`config.mk`:
```
export PLATFORM = sky130hd
export DESIGN_NAME = codec_ctrl_regs
export DESIGN_NICKNAME = d
export VERILOG_FILES = /design/src/rtl/codec_ctrl_pkg.sv /design/src/rtl/codec_mode_track.sv /design/src/rtl/codec_run_bank.sv /design/src/rtl/codec_setup_bank.sv /design/src/rtl/codec_ctrl_regs.sv
export SDC_FILE = /design/constraint.sdc
export NUM_CORES = 1
export LEC_CHECK = 0
export BUFFER_PORTS_ARGS = -buffer_cell sky130_fd_sc_hd__buf_2
export CORE_ASPECT_RATIO = 1.2
export CORE_MARGIN = 1.5
export CORE_UTILIZATION = 40
export DETAILED_ROUTE_END_ITERATION = 10
export GPL_ROUTABILITY_DRIVEN = 0
export PLACE_DENSITY = 0.73
export SLEW_MARGIN = 20
export SYNTH_ARGS = -nofsm -noshare
export SYNTH_HDL_FRONTEND = slang
export SYNTH_SLANG_ARGS = --single-unit
```
`constraint.sdc`:
```
create_clock -name clk_i -period 1.5 [get_ports clk_i]
set_clock_uncertainty 0.05 [all_clocks]
set_input_delay 0.15 -clock clk_i [delete_from_list [all_inputs] [get_ports clk_i]]
set_output_delay 0.15 -clock clk_i [all_outputs]
set_load 0.03 [all_outputs]
```
`src/rtl/codec_ctrl_pkg.sv`:
```
package codec_ctrl_pkg;
  localparam int unsigned REG_W = 8;

  localparam int unsigned ADR_OUTL = 0;
  localparam int unsigned ADR_OUTR = 1;
  localparam int unsigned ADR_GAIN = 2;
  localparam int unsigned ADR_MIX  = 3;
  localparam int unsigned ADR_FMT  = 4;
  localparam int unsigned ADR_CLK  = 5;
  localparam int unsigned ADR_MISC = 6;

  typedef struct packed {
    logic [1:0] out_mute;
    logic [5:0] att_l;
    logic       spk_mute;
    logic       in_sel;
    logic [5:0] att_r;
    logic [3:0] gain_l;
    logic [3:0] gain_r;
    logic [3:0] mix_att;
    logic       ovr;
  } run_fields_t;

  typedef struct packed {
    logic       cal_en;
    logic [2:0] rate_sel;
    logic       stereo;
    logic [1:0] fmt;
    logic       chain_sel;
    logic [2:0] clk_src;
    logic [1:0] frame_len;
    logic       master;
    logic       sdo_off;
    logic       lpbk_en;
    logic       lpbk_mode;
    logic       adc_invalid;
    logic       dc_bit;
    logic [1:0] pio_out;
  } setup_fields_t;

  localparam run_fields_t RUN_DEF = '{
    out_mute: 2'd0, att_l: 6'd63, spk_mute: 1'b0, in_sel: 1'b0, att_r: 6'd63,
    gain_l: 4'd0, gain_r: 4'd0, mix_att: 4'd15, ovr: 1'b0};

  localparam setup_fields_t SETUP_DEF = '{
    cal_en: 1'b0, rate_sel: 3'd0, stereo: 1'b0, fmt: 2'd1, chain_sel: 1'b0,
    clk_src: 3'd0, frame_len: 2'd2, master: 1'b0, sdo_off: 1'b1, lpbk_en: 1'b0,
    lpbk_mode: 1'b0, adc_invalid: 1'b1, dc_bit: 1'b1, pio_out: 2'd3};
endpackage

```
`src/rtl/codec_mode_track.sv`:
```
module codec_mode_track (
  input  logic clk_i,
  input  logic rst_ni,
  input  logic dc_i,
  input  logic pwrdn_i,
  output logic run_mode_o,
  output logic enter_run_o,
  output logic load_all_o,
  output logic serial_oe_o
);
  logic dc_q, dc_qq, pd_q, oe_q;

  always_ff @(posedge clk_i or negedge rst_ni) begin
    if (!rst_ni) begin
      dc_q  <= 1'b0;
      dc_qq <= 1'b0;
      pd_q  <= 1'b0;
      oe_q  <= 1'b0;
    end else begin
      dc_q  <= dc_i;
      dc_qq <= dc_q;
      pd_q  <= pwrdn_i;
      oe_q  <= dc_q;
    end
  end

  assign run_mode_o  = dc_q;
  assign enter_run_o = dc_q & ~dc_qq;
  assign load_all_o  = pd_q;
  assign serial_oe_o = oe_q;


  oe_drop_chk: assert property (@(posedge clk_i) disable iff (!rst_ni)
    !dc_i |-> ##2 !serial_oe_o);

  enter_single_chk: assert property (@(posedge clk_i) disable iff (!rst_ni)
    enter_run_o |=> !enter_run_o);
endmodule

```
`src/rtl/codec_run_bank.sv`:
```
module codec_run_bank
  import codec_ctrl_pkg::*;
#(
  parameter int unsigned ADDR_W = 3
) (
  input  logic              clk_i,
  input  logic              rst_ni,
  input  logic              load_all_i,
  input  logic              reload_i,
  input  logic              wr_en_i,
  input  logic [ADDR_W-1:0] wr_addr_i,
  input  logic [REG_W-1:0]  wr_data_i,
  output run_fields_t       q_o
);
  run_fields_t q, nxt;

  always_comb begin
    nxt = q;
    if (reload_i) nxt = RUN_DEF;
    // a write in the reload cycle overrides its own address
    if (wr_en_i) begin
      unique case (wr_addr_i)
        ADDR_W'(ADR_OUTL): {nxt.out_mute, nxt.att_l} = wr_data_i;
        ADDR_W'(ADR_OUTR): {nxt.spk_mute, nxt.in_sel, nxt.att_r} = wr_data_i;
        ADDR_W'(ADR_GAIN): {nxt.gain_l, nxt.gain_r} = wr_data_i;
        ADDR_W'(ADR_MIX): begin
          nxt.mix_att = wr_data_i[7:4];
          nxt.ovr     = wr_data_i[0];
        end
        default: ;
      endcase
    end
  end

  always_ff @(posedge clk_i or negedge rst_ni) begin
    if (!rst_ni)         q <= RUN_DEF;
    else if (load_all_i) q <= RUN_DEF;
    else                 q <= nxt;
  end

  assign q_o = q;


  run_full_load_chk: assert property (@(posedge clk_i) disable iff (!rst_ni)
    load_all_i |=> q_o == RUN_DEF);

  run_reload_chk: assert property (@(posedge clk_i) disable iff (!rst_ni)
    reload_i && !load_all_i && !(wr_en_i && wr_addr_i == ADDR_W'(ADR_GAIN))
    |=> q_o.gain_l == RUN_DEF.gain_l && q_o.gain_r == RUN_DEF.gain_r);
endmodule

```
`src/rtl/codec_setup_bank.sv`:
```
module codec_setup_bank
  import codec_ctrl_pkg::*;
#(
  parameter int unsigned ADDR_W = 3
) (
  input  logic              clk_i,
  input  logic              rst_ni,
  input  logic              load_all_i,
  input  logic              run_mode_i,
  input  logic              wr_en_i,
  input  logic [ADDR_W-1:0] wr_addr_i,
  input  logic [REG_W-1:0]  wr_data_i,
  output setup_fields_t     q_o
);
  setup_fields_t q, nxt;
  logic wr_ok;

  assign wr_ok = wr_en_i & ~run_mode_i;

  always_comb begin
    nxt = q;
    if (wr_ok) begin
      unique case (wr_addr_i)
        ADDR_W'(ADR_FMT):
          {nxt.cal_en, nxt.rate_sel, nxt.stereo, nxt.fmt, nxt.chain_sel} = wr_data_i;
        ADDR_W'(ADR_CLK):
          {nxt.clk_src, nxt.frame_len, nxt.master, nxt.sdo_off, nxt.lpbk_en} = wr_data_i;
        ADDR_W'(ADR_MISC): begin
          nxt.lpbk_mode   = wr_data_i[7];
          nxt.adc_invalid = wr_data_i[6];
          nxt.dc_bit      = wr_data_i[5];
          nxt.pio_out     = wr_data_i[1:0];
        end
        default: ;
      endcase
    end
  end

  always_ff @(posedge clk_i or negedge rst_ni) begin
    if (!rst_ni)         q <= SETUP_DEF;
    else if (load_all_i) q <= SETUP_DEF;
    else                 q <= nxt;
  end

  assign q_o = q;


  setup_full_load_chk: assert property (@(posedge clk_i) disable iff (!rst_ni)
    load_all_i |=> q_o == SETUP_DEF);

  setup_locked_chk: assert property (@(posedge clk_i) disable iff (!rst_ni)
    run_mode_i && !load_all_i |=> $stable(q_o));
endmodule

```
`src/rtl/codec_ctrl_regs.sv`:
```
module codec_ctrl_regs
  import codec_ctrl_pkg::*;
#(
  parameter int unsigned ADDR_W = 3,
  parameter int unsigned PIO_W  = 2
) (
  input  logic              clk_i,
  input  logic              rst_ni,
  input  logic              pwrdn_i,
  input  logic              dc_i,
  input  logic              wr_en_i,
  input  logic [ADDR_W-1:0] wr_addr_i,
  input  logic [REG_W-1:0]  wr_data_i,
  input  logic [PIO_W-1:0]  pio_pins_i,
  output logic [PIO_W-1:0]  pio_in_o,
  output logic              serial_oe_o,
  output logic [1:0]        out_mute_o,
  output logic [5:0]        att_l_o,
  output logic              spk_mute_o,
  output logic              in_sel_o,
  output logic [5:0]        att_r_o,
  output logic [3:0]        gain_l_o,
  output logic [3:0]        gain_r_o,
  output logic [3:0]        mix_att_o,
  output logic              ovr_o,
  output logic              cal_en_o,
  output logic [2:0]        rate_sel_o,
  output logic              stereo_o,
  output logic [1:0]        fmt_o,
  output logic              chain_sel_o,
  output logic [2:0]        clk_src_o,
  output logic [1:0]        frame_len_o,
  output logic              master_o,
  output logic              sdo_off_o,
  output logic              lpbk_en_o,
  output logic              lpbk_mode_o,
  output logic              adc_invalid_o,
  output logic              dc_bit_o,
  output logic [1:0]        pio_out_o
);
  logic run_mode, enter_run, load_all;
  run_fields_t   run_q;
  setup_fields_t setup_q;
  logic [PIO_W-1:0] pio_q;

  codec_mode_track u_mode (
    .clk_i       (clk_i),
    .rst_ni      (rst_ni),
    .dc_i        (dc_i),
    .pwrdn_i     (pwrdn_i),
    .run_mode_o  (run_mode),
    .enter_run_o (enter_run),
    .load_all_o  (load_all),
    .serial_oe_o (serial_oe_o)
  );

  codec_run_bank #(.ADDR_W(ADDR_W)) u_run (
    .clk_i      (clk_i),
    .rst_ni     (rst_ni),
    .load_all_i (load_all),
    .reload_i   (enter_run),
    .wr_en_i    (wr_en_i),
    .wr_addr_i  (wr_addr_i),
    .wr_data_i  (wr_data_i),
    .q_o        (run_q)
  );

  codec_setup_bank #(.ADDR_W(ADDR_W)) u_setup (
    .clk_i      (clk_i),
    .rst_ni     (rst_ni),
    .load_all_i (load_all),
    .run_mode_i (run_mode),
    .wr_en_i    (wr_en_i),
    .wr_addr_i  (wr_addr_i),
    .wr_data_i  (wr_data_i),
    .q_o        (setup_q)
  );

  // pin sample runs regardless of mode or load events
  always_ff @(posedge clk_i or negedge rst_ni) begin
    if (!rst_ni) pio_q <= '0;
    else         pio_q <= pio_pins_i;
  end
  assign pio_in_o = pio_q;

  assign out_mute_o    = run_q.out_mute;
  assign att_l_o       = run_q.att_l;
  assign spk_mute_o    = run_q.spk_mute;
  assign in_sel_o      = run_q.in_sel;
  assign att_r_o       = run_q.att_r;
  assign gain_l_o      = run_q.gain_l;
  assign gain_r_o      = run_q.gain_r;
  assign mix_att_o     = run_q.mix_att;
  assign ovr_o         = run_q.ovr;
  assign cal_en_o      = setup_q.cal_en;
  assign rate_sel_o    = setup_q.rate_sel;
  assign stereo_o      = setup_q.stereo;
  assign fmt_o         = setup_q.fmt;
  assign chain_sel_o   = setup_q.chain_sel;
  assign clk_src_o     = setup_q.clk_src;
  assign frame_len_o   = setup_q.frame_len;
  assign master_o      = setup_q.master;
  assign sdo_off_o     = setup_q.sdo_off;
  assign lpbk_en_o     = setup_q.lpbk_en;
  assign lpbk_mode_o   = setup_q.lpbk_mode;
  assign adc_invalid_o = setup_q.adc_invalid;
  assign dc_bit_o      = setup_q.dc_bit;
  assign pio_out_o     = setup_q.pio_out;


  pio_sample_chk: assert property (@(posedge clk_i) disable iff (!rst_ni)
    1'b1 |=> pio_in_o == $past(pio_pins_i));

  pio_keep_chk: assert property (@(posedge clk_i) disable iff (!rst_ni)
    enter_run && !load_all |=> $stable(pio_out_o));
endmodule

```
# Yosys cells after proc, flatten, opt, wreduce, memory -nomap -nowiden
# Cells that the tools add are included.
# totals
output_inout_bits,53
register_bits,55
input_bits,18
word_cells,57
# classes
muxes,12
n_bitwise,4
n_reduce_logical,8
n_eq_ne,6
# op_table
op,n
29-bit 2-to-1 mux,3
21-bit 2-to-1 mux,2
8-bit 2-to-1 mux,5
5-bit 2-to-1 mux,2
"3-bit == test, second input constant",3
2-bit nonzero test,4
"3-bit by 2-bit == test with 1-bit output, second input constant",2
2-bit AND reduction,3
"3-bit by 1-bit == test with 1-bit output, second input constant",1
3-bit zero test,1
1-bit bitwise AND,2
1-bit inverter,2

# Longest topological paths before layout
# logic_depth
word_depth,6
depth_mapped,5

# By module
# Synthesis repeated with hierarchy kept, for this count alone.
# hier_totals
cells_unflattened,209
area_unflattened_um2,2568.7
# by_module_without_submodules
mod,instances,seq_area_each_um2,area_each_um2,cells_per_inst
codec_run_bank,1,745.7,1422.6,117
codec_setup_bank,1,534.3,1007.2,86
codec_mode_track,1,75.1,88.8,4
codec_ctrl_regs,1,50.0,50.0,2

# Least setup slack after synthesis
# Ideal clock, no wire load.
# synth_timing
kind,reg-to-reg
startpoint,register u_mode.dc_qq
endpoint,"register u_run.q, in the netlist u_run.q_o[21]"
stages_incl_launch_ff,6
required_ns,1.377
setup_slack_ns,0.067
period_less_slack_ns,1.433
arrival_ns,1.310
path_cell_list,dfrtp_1 -> nor2b_1 -> clkbuf_1 -> clkbuf_1 -> nor3_1 -> o21bai_1
# synth_between
elab_chain_cells,6
# synth_rtl
element,line,text
start: declaration,codec_mode_track.sv:11,"logic dc_q, dc_qq, pd_q, oe_q;"
start signal: assignment,codec_mode_track.sv:21,dc_qq <= dc_q;
1-bit inverter *,codec_mode_track.sv:28,assign enter_run_o = dc_q & ~dc_qq;
1-bit bitwise AND *,codec_mode_track.sv:28,
29-bit 2-to-1 mux *,codec_run_bank.sv:19,if (reload_i) nxt = RUN_DEF;
8-bit 2-to-1 mux,codec_run_bank.sv:22,unique case (wr_addr_i)
29-bit 2-to-1 mux *,codec_run_bank.sv:21,if (wr_en_i) begin
29-bit 2-to-1 mux *,codec_run_bank.sv:37,else if (load_all_i) q <= RUN_DEF;
end signal: assignment,codec_run_bank.sv:38,else q <= nxt;
end: declaration,codec_run_bank.sv:15,"run_fields_t q, nxt;"
# Mark *: on every way between the ends. The rest lies on a longest branch, timed or not.
# A chain may end at the register's enable or synchronous reset.

# Worst setup path after layout
# layout_timing
startpoint,"register u_mode.dc_q, in the netlist u_mode.run_mode_o"
endpoint,"register u_run.q, in the netlist u_run.q_o[14]"
# layout_between
elab_chain_cells,5
# layout_rtl
element,line,text
start: declaration,codec_mode_track.sv:11,
start signal: assignment,codec_mode_track.sv:20,dc_q <= dc_i;
1-bit bitwise AND *,codec_mode_track.sv:28,
29-bit 2-to-1 mux *,codec_run_bank.sv:19,
8-bit 2-to-1 mux,codec_run_bank.sv:22,
29-bit 2-to-1 mux *,codec_run_bank.sv:21,
29-bit 2-to-1 mux *,codec_run_bank.sv:37,
# Marks and branches as above.

==> results.tsv <==
metric	value	unit
Clock Sink Count	55	
CTS Buf Count	5	
Crit path required time	1.70	ns
Clock Path Buffers	2	
final setup violation count	0	
first-pass GRT wire length	9400	microns
Layout Nets	321	
multiplexer area fraction after synthesis	8.54	%
IO buf count	70	
DR vias	1967	
area added between synthesis and finish	26.2	%
number of synthesized flops with an enable pin	0	
Core Box Area	5970	sq um
average wire per standard cell	15.4	microns
final hold slack	0.0842	ns
Hold Crit Class	input pin to register	
synth warn	0	
Ports	71	
Yosys top cell by area	dfrtp_1	
CP startpoint	u_mode.run_mode_o$_DFF_PN0_	
CP Launch Type	register	
Synth cell types	24	
main combinational cell family by area after synthesis	simple AND/OR/NAND/NOR gates	
Tot GR Track Use	19.0	%
status	completed	
Clock transition at path regs	0.10	ns
Slew HR	55.8	%
share of layout cells above drive strength 1	38.8	%
Detail Route Antenna Nets	0	
count leader, synth	dfrtp_1	
Reg-to-Reg Start	u_mode.run_mode_o$_DFF_PN0_	
MaxCap Viol Count	0	
Synth Area in Adders	0	%
Critical Path AT	1.60	ns
Syn Area/Cell	10.7	sq um
ys async rst share	100	%
fillcell total	596	
Synth Register Bits	55	
Detailed Routing Iterations Pass 1	5	
Final period util	93.4	%
H-tree depth	2	
compound-gate portion of the synthesized area	7.52	%
DP Wirelength	4150	microns
largest net degree at the start of global routing	63	
synthesized net count	248	
Pwr per Cell Area	871	nW/um^2
Chip Height	88.9	microns
post-synthesis sequential area ratio	57.1	%
vias in the first global route	1854	
placed cell count	373	
share of the synthesized area in the top cell type	32.5	%
GR Overflow Total	0	
vias per cell	5.10	
initial antenna violation count	0	
initial core utilization	41.2	%
Synth Instances	230	
Hold Path Origin	wr_data_i[3]	
TritonCTS clock tree	built	
number of diodes	0	
Die Area	6630	sq um
CP max-delay cell	nor2b_2	
final wirelength	5960	microns
Post-Synth XOR/XNOR Area	0	%
critical path class	register to register	
Skew-Pair Late Insertion Delay	0.31	ns
Post-Synth Simple-Gate Area	23.4	%
Hold Vio Cnt, Final	0	
Root Buffer	clkbuf_8	
Worst Tran Pin Value	0.660	ns
top cells by area, synth	dfrtp_1 33%, dfstp_2 25%, mux2i_1 8.5%	
FMAX	714	MHz
VDD IR max	438	uV
RSZ-0062 raised after global routing	true	
Design Area, Final	3110	sq um
FP Rows	31	
Post-Synthesis Cell Area	2460	sq um
count of pins over their slew limit	0	
commonest cells in the synthesized netlist	32 x dfrtp_1, 28 x nor2_1, 23 x dfstp_2	
Top FF cell, synth	dfrtp_1	
die width	74.6	microns
fin cells	386	
Placed Area	2940	sq um
slowest stage delay, CP	0.59	ns
worst-path cell chain	nor2b_2, nor3_1, o21bai_1	
post-route DRC violation count	0	
element type at the critical path end	register	
total leakage power	0.00146	uW
Worst Path Max Fanout	16	
Iter 0 DRT Violations	98	
Tmin final	1.40	ns
## worst paths after layout
kind / end / slack, ns / cells after the start
max in group asynchronous: u_run.q_o[24]$_DFF_PN1_ / 0.54 / 3
min: u_run.q_o[8]$_DFF_PN0_ / 0.08 / 3
min reg2reg: u_mode.dc_qq$_DFF_PN0_ / 0.40 / 0
max reg2reg: u_run.q_o[14]$_DFF_PN1_ / 0.1 / 3
max: u_run.q_o[14]$_DFF_PN1_ / 0.1 / 3
min in group asynchronous: pio_in_o[0]$_DFF_PN0_ / 0.31 / 2
## area by class of cell
| class | count | area [sq um] | share of cell area, % |
|---|---|---|---|
| Multi-Input combinational cell | 156 | 993 | 32.0 |
| Clock buffer | 7 | 86.3 | 2.78 |
| Tap cell | 82 | 103 | 3.30 |
| Timing Repair Buffer | 85 | 513 | 16.5 |
| Sequential cell | 55 | 1410 | 45.2 |
| Clock inverter | 1 | 5.00 | 0.161 |
## per-layer routing
layer  routed length, microns  share of wire, %  track usage [%]  vias up
li1                         -                 -                -      927
met1                     2610                44             25.0      974
met2                     2970                50             31.7       58
met3                      273               4.6             3.27        8
met4                       99               1.7             6.45        0
met5                        0                 0                0        -
## stage by stage
step	util (%)	total power, uW	worst slack [ns]	TNS, ns
4_1_cts	51.8	2720	0.0321	0
6_report	52.0	2710	0.0996	0
5_1_grt	52.0	2800	-0.0141	-0.0260
3_5_place_dp	49.3	1870	-0.170	-2.38
3_3_place_gp	49.3	1870	-0.125	-1.63
2_1_floorplan	-	1720	0.0667	0
## timing repair
item / CTS / global route
resized for setup: 2 / 2
setup buffers: 0 / 0
hold buffers: 5 / 0
endpoints found under the hold margin: 20 / 0
endpoints found under the setup margin: 22 / 7
pin swaps: 0 / 0
## power by group
part	total [uW]	leakage [uW]	switching [uW]	internal, uW
Sequential	1530	0.000676	15.4	1520
Clock	849	0.0000482	475	374
Combinational	322	0.000736	207	115
Total	2710	0.00146	697	2010
## kinds of logic after synthesis
| kind of cell | after synthesis |
|---|---|
| AOI/OAI and AO/OA | 29 |
| DFF | 55 |
| buffers and inverters | 19 |
| and+or+nand+nor | 106 |
| muxes | 21 |
## sequential cells by signal (all words and copies together), names as in the netlist
name / cells
u_mode.load_all_o: 1
pio_in_o: 2
u_mode.dc_qq: 1
u_setup.q_o: 21
u_run.q_o: 29
u_mode.run_mode_o: 1
## critical path, delay by kind of cell (launching register included)
family	cells	cell delay [ns]
AOI/OAI and AO/OA	1	0.16
DFF	1	0.40
and+or+nand+nor	2	0.72
## placed cells by master (no fill, tap or decap), drive strengths merged, types with 16 or more instances in the layout
| cell type | instances |
|---|---|
| buf | 80 |
| dfrtp | 32 |
| nor2 | 28 |
| dfstp | 23 |
| nand2b | 22 |
| mux2i | 21 |
| nor3 | 17 |
| o21bai | 16 |
Note: power is estimated with default switching activity, not from simulation.
